### src/rtl/alu4_pkg.sv
package alu4_pkg;
  localparam int OpBits = 3;

  typedef enum logic [OpBits-1:0] {
    OP_ADD = 3'b000,
    OP_SUB = 3'b001,
    OP_AND = 3'b010,
    OP_OR  = 3'b011,
    OP_NOT = 3'b100,
    OP_SHL = 3'b101
  } aluOp_e;

  localparam int NumSel = 5;
  localparam int SelSum = 0;
  localparam int SelAnd = 1;
  localparam int SelOr  = 2;
  localparam int SelNot = 3;
  localparam int SelShl = 4;

  typedef struct packed {
    logic              invertB;
    logic              carryIn;
    logic [NumSel-1:0] pick;
  } aluStrobe_t;
endpackage

### src/rtl/alu4_cla.sv
module alu4_cla #(
  parameter int WIDTH = 4
) (
  input  logic [WIDTH-1:0] addA,
  input  logic [WIDTH-1:0] addB,
  input  logic             cin,
  output logic [WIDTH-1:0] sum
);
  logic [WIDTH-1:0] gen;
  logic [WIDTH-1:0] prop;
  logic [WIDTH:0]   carry;

  assign gen  = addA & addB;
  assign prop = addA | addB;

  // Each carry is a flat OR of products: g[j] & p[j+1..i-1], plus cin & p[0..i-1].
  always_comb begin
    carry = '0;
    carry[0] = cin;
    for (int i = 1; i <= WIDTH; i++) begin
      logic term;
      term = cin;
      for (int k = 0; k < i; k++) term = term & prop[k];
      carry[i] = term;
      for (int j = 0; j < i; j++) begin
        logic t;
        t = gen[j];
        for (int k = j + 1; k < i; k++) t = t & prop[k];
        carry[i] = carry[i] | t;
      end
    end
  end

  assign sum = addA ^ addB ^ carry[WIDTH-1:0];

  // lookahead sum agrees with modular arithmetic
  always_comb begin
    assert_cla_sum_R8: assert (sum == WIDTH'(addA + addB + {{(WIDTH-1){1'b0}}, cin}));
  end
endmodule

### src/rtl/alu4_shl.sv
module alu4_shl #(
  parameter int WIDTH = 4
) (
  input  logic [WIDTH-1:0]         shIn,
  input  logic [$clog2(WIDTH)-1:0] shAmt,
  output logic [WIDTH-1:0]         shOut
);
  localparam int Taps = WIDTH;

  logic [Taps-1:0] decSel;
  logic [WIDTH-1:0] tapVal [Taps];

  always_comb begin
    decSel = '0;
    decSel[shAmt] = 1'b1;
  end

  genvar k;
  generate
    for (k = 0; k < Taps; k++) begin : g_tap
      assign tapVal[k] = decSel[k] ? (shIn << k) : '0;
    end
  endgenerate

  always_comb begin
    shOut = '0;
    for (int k2 = 0; k2 < Taps; k2++) shOut = shOut | tapVal[k2];
  end

  // exactly one barrel tap active
  always_comb begin
    assert_shl_onehot_R6: assert ($countones(decSel) == 1);
  end
endmodule

### src/rtl/alu4_ctrl.sv
module alu4_ctrl
  import alu4_pkg::*;
(
  input  logic [OpBits-1:0] opCode,
  output aluStrobe_t        strobe
);
  always_comb begin
    strobe = '0;
    strobe.invertB = opCode[0];
    strobe.carryIn = opCode[0];
    case (opCode)
      OP_ADD, OP_SUB: strobe.pick[SelSum] = 1'b1;
      OP_AND:         strobe.pick[SelAnd] = 1'b1;
      OP_OR:          strobe.pick[SelOr]  = 1'b1;
      OP_NOT:         strobe.pick[SelNot] = 1'b1;
      OP_SHL:         strobe.pick[SelShl] = 1'b1;
      default:        strobe.pick = '0;
    endcase
  end

  // spare codes select nothing; others select one result
  always_comb begin
    assert_ctrl_pick_R7: assert ($onehot0(strobe.pick) &&
                                 ((opCode[2:1] == 2'b11) == (strobe.pick == '0)));
  end
endmodule

### src/rtl/alu4_dp.sv
module alu4_dp
  import alu4_pkg::*;
#(
  parameter int WIDTH = 4
) (
  input  logic [WIDTH-1:0] opA,
  input  logic [WIDTH-1:0] opB,
  input  aluStrobe_t       strobe,
  output logic [WIDTH-1:0] result
);
  localparam int ShBits = $clog2(WIDTH);

  logic [WIDTH-1:0] invA, invB, bSel;
  logic [WIDTH-1:0] sumRes, andRes, orRes, notRes, shlRes;

  assign invA = ~opA;
  assign invB = ~opB;
  assign bSel = strobe.invertB ? invB : opB;

  alu4_cla #(.WIDTH(WIDTH)) u_cla (
    .addA(opA), .addB(bSel), .cin(strobe.carryIn), .sum(sumRes)
  );

  alu4_shl #(.WIDTH(WIDTH)) u_shl (
    .shIn(opA), .shAmt(opB[ShBits-1:0]), .shOut(shlRes)
  );

  assign andRes = ~(invA | invB);
  assign orRes  = ~(invA & invB);
  assign notRes = invA;

  always_comb begin
    result = '0;
    if (strobe.pick[SelSum]) result = result | sumRes;
    if (strobe.pick[SelAnd]) result = result | andRes;
    if (strobe.pick[SelOr])  result = result | orRes;
    if (strobe.pick[SelNot]) result = result | notRes;
    if (strobe.pick[SelShl]) result = result | shlRes;
  end

  // inverted-operand gates match plain AND/OR
  always_comb begin
    assert_logic_R3: assert (andRes == (opA & opB));
    assert_logic_R4: assert (orRes == (opA | opB));
    assert_empty_pick_R7: assert ((strobe.pick != '0) || (result == '0));
  end
endmodule

### src/rtl/alu4.sv
module alu4
  import alu4_pkg::*;
#(
  parameter int WIDTH = 4
) (
  input  logic [WIDTH-1:0]  opA,
  input  logic [WIDTH-1:0]  opB,
  input  logic [OpBits-1:0] opCode,
  output logic [WIDTH-1:0]  result
);
  aluStrobe_t strobe;

  alu4_ctrl u_ctrl (.opCode(opCode), .strobe(strobe));

  alu4_dp #(.WIDTH(WIDTH)) u_dp (
    .opA(opA), .opB(opB), .strobe(strobe), .result(result)
  );
endmodule

### config.mk
export PLATFORM = sky130hd
export DESIGN_NAME = alu4
export DESIGN_NICKNAME = d
export VERILOG_FILES = /design/src/rtl/alu4_pkg.sv /design/src/rtl/alu4_cla.sv /design/src/rtl/alu4_shl.sv /design/src/rtl/alu4_ctrl.sv /design/src/rtl/alu4_dp.sv /design/src/rtl/alu4.sv
export SDC_FILE = /design/constraint.sdc
export NUM_CORES = 1
export LEC_CHECK = 0
export ABC_CLOCK_PERIOD_IN_PS = 2380
export BUFFER_PORTS_ARGS = -buffer_cell sky130_fd_sc_hd__buf_2
export CORE_AREA = 2 2 39 41
export DETAILED_ROUTE_END_ITERATION = 10
export DIE_AREA = 0 0 41 43
export GPL_TIMING_DRIVEN = 0
export PLACE_DENSITY_LB_ADDON = 0.15
export SYNTH_ARGS = -nofsm -noshare
export SYNTH_HDL_FRONTEND = slang
export SYNTH_SLANG_ARGS = --single-unit
### constraint.sdc
create_clock -name vclk -period 2.38
set_clock_uncertainty 0.2 [all_clocks]
set_input_delay 0.119 -clock vclk [all_inputs]
set_output_delay 0.119 -clock vclk [all_outputs]
set_load 0.01 [all_outputs]
==> results.sh <==
export IMPL_outcome="complete, no violations"
export IMPL_chipHeight_um=43
export IMPL_finalPower_uw=138
export IMPL_layout_commonest_cell="buf_2"
export IMPL_viasPerCell=5.38
export IMPL_fin_setup_tns_ps=0
export IMPL_ios=15
export IMPL_drc=0
export IMPL_power_frac_clock=0
export IMPL_period_share=0.855
export IMPL_synth_seq_area_share=0
export IMPL_internal_power_uw=66.1
export IMPL_grt_max_degree=11
export IMPL_nClkBuffers=0
export IMPL_hold_path_class="in2out"
export IMPL_end_kind="output pin"
export IMPL_final_nets=101
export IMPL_required_ps=2060
export IMPL_slew_viol_final=0
export IMPL_pwr_share_seq=0
export IMPL_powerDensity_nw_per_um2=227
export IMPL_seq_cells=0
export IMPL_drt_total_wl_um=1120
export IMPL_synthesis_nets=88
export IMPL_slew_headroom=0.759
export IMPL_cts_resized=0
export IMPL_grt_pass1_vias=456
export IMPL_hold_violations=0
export IMPL_cts_setup_buffers=0
export IMPL_synth_cell_types=35
export IMPL_num_rows=14
export IMPL_ir_drop_v=0.0000820
export IMPL_setup_viol=0
export IMPL_core_sq_um=1380
export IMPL_cp_max_fo=10
export IMPL_first_pass_iters=4
export IMPL_final_cell_mix="buf_2, inv_1, xnor2_1, ha_1, nor2_1"
export IMPL_register_area_sq_um=0
export IMPL_diodes=0
export IMPL_globalplace_congestion=0.775
export IMPL_min_from="opCode[2]"
export IMPL_die_x_um=41
export IMPL_maxCapViolations=0
export IMPL_cp_arrival_ps=1720
export IMPL_cp_startpoint="opCode[0]"
export IMPL_switching_share=0.520
export IMPL_cp_start_kind="input pin"
export IMPL_min_to="result[2]"
export IMPL_p_comb_frac=1.000
export IMPL_tightestPinTransition_ps=356
export IMPL_fin_hold_ws_ps=374
export IMPL_die_area_sq_um=1760
export IMPL_fin_crit_ps=2040
export IMPL_yosys_warnings=0
export IMPL_worstSetupPathType="in2out"
export IMPL_syn_cell_area_sq_um=532
export IMPL_dr_total_vias=527
export IMPL_io_buffers=11
export IMPL_drtIter0Drc=7
export IMPL_slowest_stage="ha_1"
export IMPL_synthCells=71
export IMPL_ant_nets=0
export IMPL_cp_cell_sequence="buf_6 -> buf_8 -> xnor2_1 -> ha_1 -> inv_1 -> a21oi_2 -> o31ai_4 -> xnor2_1 -> o311ai_1 -> buf_2"
export IMPL_syn_avg_cell_area_sq_um=7.49
export IMPL_avgRoutedWirePerCell_um=11.4
export IMPL_leakage_uw=0.000282
export IMPL_start_util=0.384
export IMPL_hold_depth=3
export IMPL_grt_ovfl_total=0
export IMPL_synthToLayoutAreaGrowth_pct=14.1
export IMPL_grt_first_pass_wirelength_um=1830
export IMPL_grt_use_total=0.139
export IMPL_drive_gt1_frac=0.268
export IMPL_p_switching_uw=71.4
export IMPL_dp_hpwl_um=922
export IMPL_cts_hold_fix_buffers=0
export IMPL_rsz0062_at_grt="no"
export IMPL_max_freq_ghz=0.491
export IMPL_slowest_delay_ps=250
export IMPL_timing_critical_path_mode_cell="xnor2_1"
export IMPL_antenna_found_initial=0
-- power by group through the flow --
stage	combinational [uW]	sequential, uW	clock [uW]
floorplan	105	0	0
global placement	138	0	0
detailed placement	139	0	0
CTS	140	0	0
global route	154	0	0
finish	138	0	0
-- stage by stage --
step | utilization | area, sq um | cells | worst slack [ps]
3_5_place_dp | 0.439 | 607 | 98 | 324
6_report | 0.439 | 607 | 98 | 345
4_1_cts | 0.439 | 607 | 98 | 321
3_3_place_gp | 0.439 | 607 | 98 | 373
5_1_grt | 0.439 | 607 | 98 | 199
2_1_floorplan | - | 532 | 71 | 475
-- synthesized netlist by cell type (all sizes together) --
library cell,count,share of area
nor2,5,0.035
nand3b,2,0.028
o21a,1,0.014
o21ai,5,0.047
o22ai,3,0.035
nor4b,1,0.028
buf,5,0.094
inv,8,0.056
nand3,1,0.0094
maj3,1,0.019
o21bai,1,0.014
nand2b,1,0.012
ha,6,0.14
mux2i,2,0.038
and3,1,0.012
o31ai,2,0.054
nand2,3,0.021
a21oi,6,0.071
nor2b,1,0.026
o311ai,2,0.033
o311a,1,0.019
o32a,1,0.019
xor2,2,0.033
and2,1,0.012
a211o,1,0.016
clkinv,2,0.014
xnor2,6,0.099
-- final cells by class --
type                            count  area (sq um)
Fill cell                         164           777
Multi-Input combinational cell     56           444
Timing Repair Buffer               11          55.1
Buffer                              5          50.0
Inverter                           10          37.5
Tap cell                           16          20.0
-- how the worst max path moves through the flow --
stage / cells past startpoint / slack [ps] / end
detailed placement: 10 / 320 / result[3]
global route: 10 / 200 / result[3]
floorplan: 9 / 480 / result[3]
CTS: 10 / 320 / result[3]
finish: 10 / 340 / result[3]
global placement: 10 / 370 / result[3]
-- logic make-up (layout without fill, tap and decap cells) --
kind of cell / count (synthesis) / in the layout / share of synthesized area
AO/OA/AOI/OAI: 23 / 23 / 0.322
AND/OR/NAND/NOR: 16 / 16 / 0.184
buffers and inverters: 15 / 26 / 0.165
XOR/XNOR: 8 / 8 / 0.132
adder cells (fa/ha/maj): 7 / 7 / 0.160
multiplexers: 2 / 2 / 0.0376
-- worst max-delay path: cells and delay by family --
family | cells | cell delay (ps)
AOI/OAI and AO/OA | 3 | 500
xor gates and xnor gates | 2 | 340
adders and majority gates | 1 | 250
buffers and inverters | 4 | 510
-- layer usage --
metal  part of all wire  up-vias  track usage
met5                  0        -            0
met4                  0        0            0
met3              0.035        0            0
met2               0.49       13        0.241
met1               0.47      242        0.196
li1                   -      272            -
(Power assumes the default switching activity.)
